[src/rtl/hb_pkg.sv]
package hb_pkg;

    typedef enum logic {
        MODE_SM  = 1'b0,
        MODE_LAP = 1'b1
    } hb_mode_e;

    typedef struct packed {
        logic dir;
        logic brake;
        logic pwm;
    } hb_lines_t;

endpackage

[src/rtl/hb_pwm_core.sv]
module hb_pwm_core
    import hb_pkg::*;
#(
    parameter int CMD_W = 8,
    parameter int PER_W = 12
) (
    input  logic                    clk,
    input  logic                    rst,
    input  logic                    mode_i,
    input  logic signed [CMD_W-1:0] cmd_i,
    input  logic                    brake_i,
    input  logic [PER_W-1:0]        per_i,
    output hb_lines_t               tgt_o
);

    localparam int PROD_W = CMD_W + 1 + PER_W;
    localparam logic [CMD_W:0] OFFS = (CMD_W+1)'(1) << (CMD_W - 1);

    typedef enum logic { ST_WAIT, ST_RUN } core_st_e;

    core_st_e         state;
    logic [PER_W-1:0] cnt, per_q, hi_q;
    hb_mode_e         mode_q;
    logic             brk_q, neg_q;

    logic signed [CMD_W:0] ext;
    logic [CMD_W:0]        mag, offs;
    logic [PER_W-1:0]      per_eff, hi_sm, hi_lap, hi_new;
    logic [PROD_W-1:0]     prod_sm, prod_lap;
    logic                  wrap;

    always_comb begin
        ext      = {cmd_i[CMD_W-1], cmd_i};
        mag      = ext[CMD_W] ? $unsigned(-ext) : $unsigned(ext);
        offs     = $unsigned(ext) + OFFS;
        per_eff  = (per_i < PER_W'(2)) ? PER_W'(2) : per_i;
        prod_sm  = PROD_W'(mag) * PROD_W'(per_eff);
        prod_lap = PROD_W'(offs) * PROD_W'(per_eff);
        hi_sm    = PER_W'(prod_sm >> (CMD_W - 1));
        hi_lap   = PER_W'(prod_lap >> CMD_W);
        hi_new   = (mode_i == MODE_LAP) ? hi_lap : hi_sm;
    end

    assign wrap = (state == ST_WAIT) || (cnt == per_q - PER_W'(1));

    // state register
    always_ff @(posedge clk) begin
        if (rst) begin
            state <= ST_WAIT;
        end else begin
            unique case (state)
                ST_WAIT: state <= ST_RUN;
                ST_RUN:  state <= ST_RUN;
            endcase
        end
    end

    // period counter and boundary capture
    always_ff @(posedge clk) begin
        if (rst) begin
            cnt    <= '0;
            per_q  <= PER_W'(2);
            hi_q   <= '0;
            mode_q <= MODE_SM;
            brk_q  <= 1'b1;
            neg_q  <= 1'b0;
        end else if (wrap) begin
            cnt    <= '0;
            per_q  <= per_eff;
            hi_q   <= hi_new;
            mode_q <= hb_mode_e'(mode_i);
            brk_q  <= brake_i;
            neg_q  <= cmd_i[CMD_W-1];
        end else begin
            cnt <= cnt + PER_W'(1);
        end
    end

    // output decode
    always_comb begin
        unique case (state)
            ST_WAIT: tgt_o = '{dir: 1'b0, brake: 1'b1, pwm: 1'b0};
            ST_RUN: begin
                if (brk_q)
                    tgt_o = '{dir: 1'b1, brake: 1'b1, pwm: 1'b1};
                else if (mode_q == MODE_LAP)
                    tgt_o = '{dir: (cnt < hi_q), brake: 1'b0, pwm: 1'b1};
                else
                    tgt_o = '{dir: !neg_q, brake: 1'b0, pwm: (cnt < hi_q)};
            end
        endcase
    end


    sample_hold_chk: assert property (@(posedge clk) disable iff (rst)
        (state == ST_RUN && !wrap) |=>
            ($stable(hi_q) && $stable(mode_q) && $stable(brk_q) && $stable(neg_q)));


    cnt_range_chk: assert property (@(posedge clk) disable iff (rst)
        (state == ST_RUN) |-> (cnt < per_q));

endmodule

[src/rtl/hb_edge_guard.sv]
module hb_edge_guard #(
    parameter int          NL      = 3,
    parameter int          GAP_CYC = 250,
    parameter logic [NL-1:0] RST_VAL = '0
) (
    input  logic          clk,
    input  logic          rst,
    input  logic [NL-1:0] tgt_i,
    output logic [NL-1:0] out_o
);

    localparam int CW = $clog2(GAP_CYC + 1) + 1;

    typedef enum logic { ST_IDLE, ST_SPACE } grd_st_e;

    grd_st_e       state;
    logic [CW-1:0] gap_cnt;
    logic [NL-1:0] pend, newp, cand, sel;
    logic [NL-1:0] older [NL];
    logic          fire;

    for (genvar gi = 0; gi < NL; gi++) begin : g_line
        logic blk;
        always_comb begin
            blk = 1'b0;
            for (int j = 0; j < NL; j++)
                if (j != gi && pend[j] && older[j][gi]) blk = 1'b1;
        end
        assign newp[gi] = !pend[gi] && (tgt_i[gi] != out_o[gi]);
        assign cand[gi] = pend[gi] && !blk && (tgt_i[gi] != out_o[gi]);
    end

    always_comb begin
        sel = '0;
        for (int i = 0; i < NL; i++)
            if (cand[i] && sel == '0) sel[i] = 1'b1;
    end

    assign fire = (state == ST_IDLE) && (sel != '0);

    // state register
    always_ff @(posedge clk) begin
        if (rst) begin
            state   <= ST_IDLE;
            gap_cnt <= '0;
        end else begin
            unique case (state)
                ST_IDLE: if (fire) begin
                    state   <= ST_SPACE;
                    gap_cnt <= CW'(1);
                end
                ST_SPACE: if (gap_cnt >= CW'(GAP_CYC - 1)) begin
                    state <= ST_IDLE;
                end else begin
                    gap_cnt <= gap_cnt + CW'(1);
                end
            endcase
        end
    end

    // pending queue and outputs
    always_ff @(posedge clk) begin
        if (rst) begin
            out_o <= RST_VAL;
            pend  <= '0;
            for (int i = 0; i < NL; i++) older[i] <= '0;
        end else begin
            if (fire) out_o <= out_o ^ sel;
            for (int i = 0; i < NL; i++) begin
                if (fire && sel[i])
                    pend[i] <= 1'b0;
                else if (pend[i] && tgt_i[i] == out_o[i])
                    pend[i] <= 1'b0;
                else if (newp[i])
                    pend[i] <= 1'b1;
                for (int j = 0; j < NL; j++)
                    older[i][j] <= newp[j] ? pend[i] : (newp[i] ? 1'b0 : older[i][j]);
            end
        end
    end

    // spacing monitor
    logic [NL-1:0] prev_q;
    logic [CW-1:0] since_q;
    logic          chg;
    assign chg = (out_o != prev_q);

    always_ff @(posedge clk) begin
        if (rst) begin
            prev_q  <= RST_VAL;
            since_q <= CW'(GAP_CYC);
        end else begin
            prev_q <= out_o;
            if (chg) since_q <= CW'(1);
            else if (since_q < CW'(GAP_CYC)) since_q <= since_q + CW'(1);
        end
    end


    one_edge_chk: assert property (@(posedge clk) disable iff (rst)
        $countones(out_o ^ prev_q) <= 1);


    edge_gap_chk: assert property (@(posedge clk) disable iff (rst)
        chg |-> (since_q >= CW'(GAP_CYC)));

endmodule

[src/rtl/hbridge_cmd_gen.sv]
module hbridge_cmd_gen
    import hb_pkg::*;
#(
    parameter int CMD_W   = 8,
    parameter int PER_W   = 12,
    parameter int CLK_KHZ = 250000
) (
    input  logic                    clk,
    input  logic                    rst,
    input  logic                    mode_i,
    input  logic signed [CMD_W-1:0] cmd_i,
    input  logic                    brake_req_i,
    input  logic [PER_W-1:0]        period_i,
    output logic                    dir_o,
    output logic                    brake_o,
    output logic                    pwm_o
);

    localparam int GAP_RAW = (CLK_KHZ + 999) / 1000;
    localparam int GAP_CYC = (GAP_RAW < 1) ? 1 : GAP_RAW;

    hb_lines_t  tgt;
    logic [2:0] pins;

    hb_pwm_core #(.CMD_W(CMD_W), .PER_W(PER_W)) u_core (
        .clk     (clk),
        .rst     (rst),
        .mode_i  (mode_i),
        .cmd_i   (cmd_i),
        .brake_i (brake_req_i),
        .per_i   (period_i),
        .tgt_o   (tgt)
    );

    hb_edge_guard #(.NL(3), .GAP_CYC(GAP_CYC), .RST_VAL(3'b010)) u_guard (
        .clk   (clk),
        .rst   (rst),
        .tgt_i ({tgt.dir, tgt.brake, tgt.pwm}),
        .out_o (pins)
    );

    assign dir_o   = pins[2];
    assign brake_o = pins[1];
    assign pwm_o   = pins[0];

endmodule

[config.mk]
export PLATFORM = sky130hd
export DESIGN_NAME = hbridge_cmd_gen
export DESIGN_NICKNAME = d
export VERILOG_FILES = /design/src/rtl/hb_pkg.sv /design/src/rtl/hb_pwm_core.sv /design/src/rtl/hb_edge_guard.sv /design/src/rtl/hbridge_cmd_gen.sv
export SDC_FILE = /design/constraint.sdc
export NUM_CORES = 1
export LEC_CHECK = 0
export ABC_AREA = 1
export BUFFER_PORTS_ARGS = -buffer_cell sky130_fd_sc_hd__buf_4
export CAP_MARGIN = 20
export CORE_ASPECT_RATIO = 0.8
export CORE_MARGIN = 2
export CORE_UTILIZATION = 60
export CTS_CLUSTER_SIZE = 24
export DETAILED_ROUTE_END_ITERATION = 10
export GPL_TIMING_DRIVEN = 0
export HOLD_SLACK_MARGIN = 0.05
export PLACE_DENSITY = 0.82
export SYNTH_ARGS = -nofsm -noshare
export SYNTH_HDL_FRONTEND = slang
export SYNTH_SLANG_ARGS = --single-unit
[constraint.sdc]
create_clock -name clk -period 6.3 [get_ports clk]
set_clock_uncertainty 0.15 [all_clocks]
set_input_delay 0.63 -clock clk [delete_from_list [all_inputs] [get_ports clk]]
set_output_delay 0.63 -clock clk [all_outputs]
set_load 0.03 [all_outputs]
==> results of run 1 <==
[flip-flops by register name, summed over array words and instances, names as in the netlist]
name	cells
u_core.brk_q	1
u_core.cnt	12
u_core.hi_q	12
u_core.mode_q	1
u_core.neg_q	1
u_core.per_q	12
u_core.state	1
u_guard.gap_cnt	9
u_guard.older	6
u_guard.out_o	3
u_guard.pend	3
u_guard.state	1
[cells by family (layout without fill, tap and decap cells)]
family,count (synthesis),count (layout),share of synthesized area (%)
buffers and inverters,365,406,14.3
AND/OR/NAND/NOR,555,555,24.0
AO/OA/AOI/OAI,154,154,9.07
XOR/XNOR,28,28,2.46
adder cells (fa/ha/maj),217,217,37.0
other,2,10,0.0754
flip-flops,62,62,13.1
[layout make-up]
class | count | area share, %
inverter | 333 | 11.7
timing repair inverter | 1 | 0.0696
clock inverter | 7 | 0.904
clock buffer | 9 | 2.09
multi-input combinational | 964 | 67.3
timing repair buffer | 26 | 1.81
buffer | 30 | 1.54
sequential | 62 | 12.1
tap | 220 | 2.55
[synth_stat cells, drive strengths merged (3+ instances only)]
cell / n / area, um2
o21a: 3 / 22.5
nand3b: 4 / 30.0
nor3: 9 / 50.1
xnor2: 12 / 105
edfxtp: 6 / 180
buf: 10 / 90.1
or2: 3 / 18.8
dfxtp: 56 / 1120
a31oi: 3 / 18.8
a211oi: 3 / 22.5
nand3: 53 / 288
nor3b: 4 / 45.1
a21oi: 71 / 363
xor2: 16 / 140
o22ai: 7 / 87.6
fa: 129 / 2580
nor2: 175 / 687
nand2: 284 / 1120
inv: 324 / 1220
o21bai: 4 / 37.5
nor4: 5 / 31.3
clkinv: 9 / 33.8
ha: 88 / 1100
nand4: 15 / 93.8
o21ai: 57 / 300
clkbuf: 22 / 82.6
[worst register-to-register path: stages, from the launching register on]
cell     delay (ns)
dfxtp_1        0.49
ha_1           0.31
nand2_1        0.07
nand2_1        0.05
nand2_1        0.07
a21oi_1        0.06
nor2_1         0.09
nand2_1        0.09
nand2_1        0.10
nand3_1        0.09
nand3_1        0.15
nand2_1        0.11
nand2_1        0.19
nand3_2        0.20
nand3_1        0.12
nand2_1        0.06
nor2_1         0.09
[metal layers]
layer / vias up / share of wire [%] / track usage [%]
li1: 4278 / - / -
met1: 4188 / 46 / 44.8
met2: 260 / 46 / 49.4
met3: 36 / 6.9 / 5.29
met4: 0 / 2.0 / 7.32
met5: - / 0 / 0
[per-stage QoR]
step                setup slack (ns)  total power, W  hold slack [ns]  area [um2]
floorplan                      0.858         0.00225            0.276        9990
global placement              -0.348         0.00279            0.293       10400
detailed placement            -0.385         0.00283            0.314       10400
CTS                            0.167         0.00338            0.324       10700
global route                 -0.0122         0.00381            0.335       10800
finish                         0.276         0.00342            0.320       10800
[worst min-delay path by stage]
stage	start	slack, ns	endpoint
CTS	u_core.hi_q[2]$_SDFFE_PP0P_	0.32	u_core.hi_q[2]$_SDFFE_PP0P_
global placement	u_core.hi_q[2]$_SDFFE_PP0P_	0.29	u_core.hi_q[2]$_SDFFE_PP0P_
detailed placement	u_core.hi_q[2]$_SDFFE_PP0P_	0.31	u_core.hi_q[2]$_SDFFE_PP0P_
global route	u_core.hi_q[4]$_SDFFE_PP0P_	0.34	u_core.hi_q[4]$_SDFFE_PP0P_
floorplan	u_core.hi_q[4]$_SDFFE_PP0P_	0.28	u_core.hi_q[4]$_SDFFE_PP0P_
finish	u_core.hi_q[2]$_SDFFE_PP0P_	0.32	u_core.hi_q[2]$_SDFFE_PP0P_
[what timing repair did]
action	CTS	global route
endpoints found under the setup margin	1	7
pin swaps	0	1
buffers inserted	0	5
cloned	0	1
gates resized for setup	1	9
[where the power goes]
group | internal (W) | switching [W] | total, W
Clock | 0.000347 | 0.000187 | 0.000534
Sequential | 0.000442 | 0.0000300 | 0.000472
Combinational | 0.000841 | 0.00157 | 0.00241
==> impl_results.md, run 1 <==
- Ys flop type: dfxtp_1
- GPL Wtd Cong: 0.978
- Critical path class: in2reg
- Final period util: 95.6%
- Final core occ: 65.8%
- PortBufs: 21
- Clock Sinks: 62
- Area Overhead vs Synth: 8.41%
- Worst R2R Path Depth: 16
- Drt first-iter violations: 734
- Worst path depth: 27
- Leakage: 5.86 nW
- Post-Synthesis Cell Area: 9960 um2
- CP top delay family: adder cells
- Row count: 42
- Status: finished clean
- TritonCTS clock tree: built
- Async S/R FF share, synth: 0%
- Sequential cell area: 1300 um2
- VDD IR max: 0.196 mV
- Maximum number of pins on one net before global-route repair: 13
- Worst setup path endpoint: u_core.hi_q[6]$_SDFFE_PP0P_
- Core area: 16400 um2
- Footprint of the multi-input gates: 7260 um2
- H-tree depth: 3
- Final setup TNS: 0 ns
- Worst path slowest cell: fa_1
- Clock transition at path regs: approximately 0.050 ns
- Die width: 148 um
- Fmax: 166 MHz
- First-pass DRT Iterations: 6
- Hold-fix buffers, CTS: 0
- PD cells: 316 nW/um2
- Reg2reg start: u_core.cnt[5]$_SDFF_PP0_
- Detailed-route via count: 8762
- RR Endpoint: u_guard.gap_cnt[0]$_SDFFE_PP0P_
- Slew headroom: 50.7%
- Antenna violations before repair: 0
- Post-synthesis sequential area ratio: 13.1%
- Vias in the first global route: 8812
- Post-route ant nets: 0
- Die Footprint: 17600 um2
- Fin crit period: 6.02 ns
- Worst Max-Slew Pin Slew: 0.732 ns
- Hold Fails Final Rpt: 0
- WHS Path Cells: 2
- Avg Vias per Cell: around 5.3
- Filler instances: 1444
- Final net count: 1668
- Dpl hpwl: 20900 um
- Reg2reg setup slack: approximately 3.8 ns
- Setup crit start kind: input port
- CP startpoint: cmd_i[1]
- CTS root buf: clkbuf_16
- Netlist cell types: 51
- Routed len/inst: around 16 um
- Die Y: 119 um
- Min-Delay Path Class: reg2reg
- Post-Place Cells: 1632
- Crit-path max FO: 10
- Post-Syn Instances: 1383
- Post-synthesis register bit count: slightly above 60
- Max Slew Vio Count: 0
- Final setup viols: 0
- EDFF count, synth: 6
- Starting Density: 60.7%
- Commonest non-fill, non-tap cell in the layout: inv_1
- Total track usage: around 31%
- Clk_lat worst skew: 0.34 ns
- Share of cells above drive strength 1: 7.96%
- Syn avg cell area: between 7 and 8 um2
- Most frequent cells in the layout: inv_1 (311), nand2_1 (271), nor2_1 (168)
- I/O pin count: 27
- Worst path required time: 6.38 ns
- Deepest clock path buffer count: 2
- Global-route wire length before repair: around 43000 um
- Synth warn: 0
- CP Capture Type: flop
- CP peak stage delay: 0.55 ns
- Num CTS Buffers: 9
- Worst EP arrival: 6.11 ns
- Max_cap viols: 0
- Post-Layout Cell Count: 1652
- Ant diodes: 0
- Drt total wl: 25800 um
- Residual DRC: 0
- Total gr overflow: 0
- CP Buf/Inv Count: 7
Note: power is estimated with default switching activity, not from simulation.
==> run 2: changes to the inputs <==
--- a/config.mk
+++ b/config.mk
@@ -16,6 +16,7 @@
 export GPL_TIMING_DRIVEN = 0
 export HOLD_SLACK_MARGIN = 0.05
 export PLACE_DENSITY = 0.82
+export SKIP_CTS_REPAIR_TIMING = 1
 export SYNTH_ARGS = -nofsm -noshare
 export SYNTH_HDL_FRONTEND = slang
 export SYNTH_SLANG_ARGS = --single-unit
==> constraint.sdc (replaced) <==
create_clock -name clk -period 6.3 [get_ports clk]
set_clock_uncertainty 0.15 [all_clocks]
set_input_delay 0.315 -clock clk [delete_from_list [all_inputs] [get_ports clk]]
set_output_delay 0.315 -clock clk [all_outputs]
set_load 0.03 [all_outputs]
==> run 2 against run 1 <==
Compared with the run above:
- via count is 0.34% lower
- power fell by 0.31%
- register-to-register slack about the same
- worst setup slack better by 0.087 ns
- utilization fell by 0.31 points
- routed wire length fell by 0.39%
- final cell count is 0.24% lower
- critical endpoint unchanged
- clock power about the same
==> impl_results.md, run 2 (synthesized netlist as in run 1, its figures left out) <==
- Total track usage: 31.2% (unchanged)
- Row count: 42 (unchanged)
- Global-route wire length before repair: 43400 um (unchanged)
- Slew headroom: 52.2% (+1.5 points)
- Area Overhead vs Synth: 7.90%
- Worst Max-Slew Pin Slew: 0.710 ns (-0.0218 ns)
- Avg Vias per Cell: 5.30 (-0.10%)
- CP Capture Type: flop
- Starting Density: 60.7% (unchanged)
- Clock transition at path regs: 0.05 ns (about the same)
- Drt first-iter violations: 654 (-11%)
- Maximum number of pins on one net before global-route repair: 13 (unchanged)
- Most frequent cells in the layout: inv_1 (311), nand2_1 (272), nor2_1 (169)
- Antenna violations before repair: 0 (unchanged)
- TritonCTS clock tree: built
- Final net count: 1664 (-0.24%)
- Ant diodes: 0 (unchanged)
- Drt total wl: 25700 um (-0.39%)
- Leakage: 5.84 nW (-0.32%)
- I/O pin count: 27 (unchanged)
- Worst EP arrival: 6.02 ns (-0.09 ns)
- Commonest non-fill, non-tap cell in the layout: inv_1
- Min-Delay Path Class: in2reg
- Worst path required time: 6.39 ns (about the same)
- CP Buf/Inv Count: 9 (+2)
- Critical path class: in2reg
- Cell mode on critical path: inv_1
- Residual DRC: 0 (unchanged)
- Final core occ: 65.5% (-0.31 points)
- Final setup TNS: 0 ns (unchanged)
- Final period util: 94.2% (-1.4 points)
- CP top delay family: adder cells
- Clk_lat worst skew: 0.34 ns (about the same)
- Post-route ant nets: 0 (unchanged)
- Routed len/inst: 15.6 um (-0.15%)
- Dpl hpwl: 20900 um (unchanged)
- Hold Fails Final Rpt: 0 (unchanged)
- Clock Sinks: 62 (unchanged)
- Setup crit start kind: input port
- Die Y: 119 um (unchanged)
- Die width: 148 um (unchanged)
- GPL Wtd Cong: 0.978 (unchanged)
- CP peak stage delay: 0.54 ns (about the same)
- VDD IR max: 0.195 mV (-0.19%)
- Deepest clock path buffer count: 2 (unchanged)
- Num CTS Buffers: 9 (unchanged)
- PortBufs: 21 (unchanged)
- Filler instances: 1450 (+0.42%)
- Status: finished clean
- Leading registers by flop count: u_core.cnt: 12 flops, u_core.hi_q: 12 flops, u_core.per_q: 12 flops
- Detailed-route via count: 8732 (-0.34%)
- PD cells: 317 nW/um2 (+0.15%)
- Fmax: 168 MHz (+1.5%)
- H-tree depth: 3 (unchanged)
- Share of cells above drive strength 1: 7.28% (-0.68 points)
- Die Footprint: 17600 um2 (unchanged)
- Worst path slowest cell: fa_1
- CTS root buf: clkbuf_16
- Core area: 16400 um2 (unchanged)
- Vias in the first global route: 8812 (unchanged)
- Total gr overflow: 0 (unchanged)
- First-pass DRT Iterations: 5 (-1)
- Crit-path max FO: 10 (unchanged)
- Final setup viols: 0 (unchanged)
- Fin crit period: 5.94 ns (-0.0867 ns)
- Max_cap viols: 0 (unchanged)
- Setup repair after global routing missed its margin: no
- Max Slew Vio Count: 0 (unchanged)
## run 2: changes by cell type in the layout (fill, tap and decap cells not counted), moves of 2 or more
| cell | previous run | this run |
|---|---|---|
| clkinvlp_4 | 5 | 2 |
| o21ai_0 | 40 | 42 |
| clkinv_1 | 6 | 8 |
| o21ai_1 | 13 | 11 |
| clkbuf_1 | 19 | 21 |
| buf_4 | 30 | 25 |
## run 2: path summary, 6_finish.rpt
path | start | endpoint | slack [ns] | cells past startpoint
max reg2reg | u_core.cnt[5]$_SDFF_PP0_ | u_guard.gap_cnt[0]$_SDFFE_PP0P_ | 3.76 | 16
min | brake_req_i | u_core.brk_q$_SDFFE_PP1P_ | 0.08 | 3
min reg2reg | u_core.hi_q[2]$_SDFFE_PP0P_ | u_core.hi_q[2]$_SDFFE_PP0P_ | 0.32 | 2
max | cmd_i[1] | u_core.hi_q[6]$_SDFFE_PP0P_ | 0.36 | 26
## run 2: per-stage QoR
step | worst slack [ns] | hold WS (ns) | cells | instance area [um2] | power [W]
floorplan | 1.17 | 0.276 | 1391 | 9990 | 0.00225
global placement | -0.0334 | 0.293 | 1632 | 10400 | 0.00279
detailed placement | -0.0696 | 0.314 | 1632 | 10400 | 0.00283
CTS | 0.283 | 0.0748 | 1648 | 10700 | 0.00338
global route | 0.0139 | 0.0829 | 1648 | 10700 | 0.00379
finish | 0.362 | 0.0782 | 1648 | 10700 | 0.00340
## run 2: worst reg2reg max path, cell delays in order (launching register included)
cell	delay, ns
dfxtp_1	0.49
ha_1	0.31
nand2_1	0.07
nand2_1	0.05
nand2_1	0.07
a21oi_1	0.06
nor2_1	0.09
nand2_1	0.09
nand2_1	0.10
nand3_1	0.09
nand3_1	0.15
nand2_1	0.11
nand2_1	0.19
nand3_2	0.20
nand3_1	0.12
nand2_1	0.06
nor2_1	0.09
## run 2: report_power, final
group	switching (W)	total, W	internal (W)
Sequential	0.0000298	0.000472	0.000442
Clock	0.000190	0.000537	0.000347
Combinational	0.00156	0.00240	0.000835
Total	0.00178	0.00340	0.00162
## run 2: routing by layer
layer  vias up  wire length [um]  track usage (%)
li1       4267                 -                -
met1      4140             11500             44.8
met2       286             11600             49.4
met3        39              2080             5.29
met4         0               526             7.32
met5         -                 0                0
## run 2: final cells by class
cell class | instances | area (um2) | area share [%]
Tap cell | 220 | 275 | 2.56
Sequential cell | 62 | 1300 | 12.1
Multi-Input combinational cell | 964 | 7260 | 67.6
Buffer | 32 | 174 | 1.62
Clock buffer | 9 | 225 | 2.10
Timing Repair Buffer | 21 | 158 | 1.47
Inverter | 333 | 1250 | 11.7
Clock inverter | 7 | 97.6 | 0.908
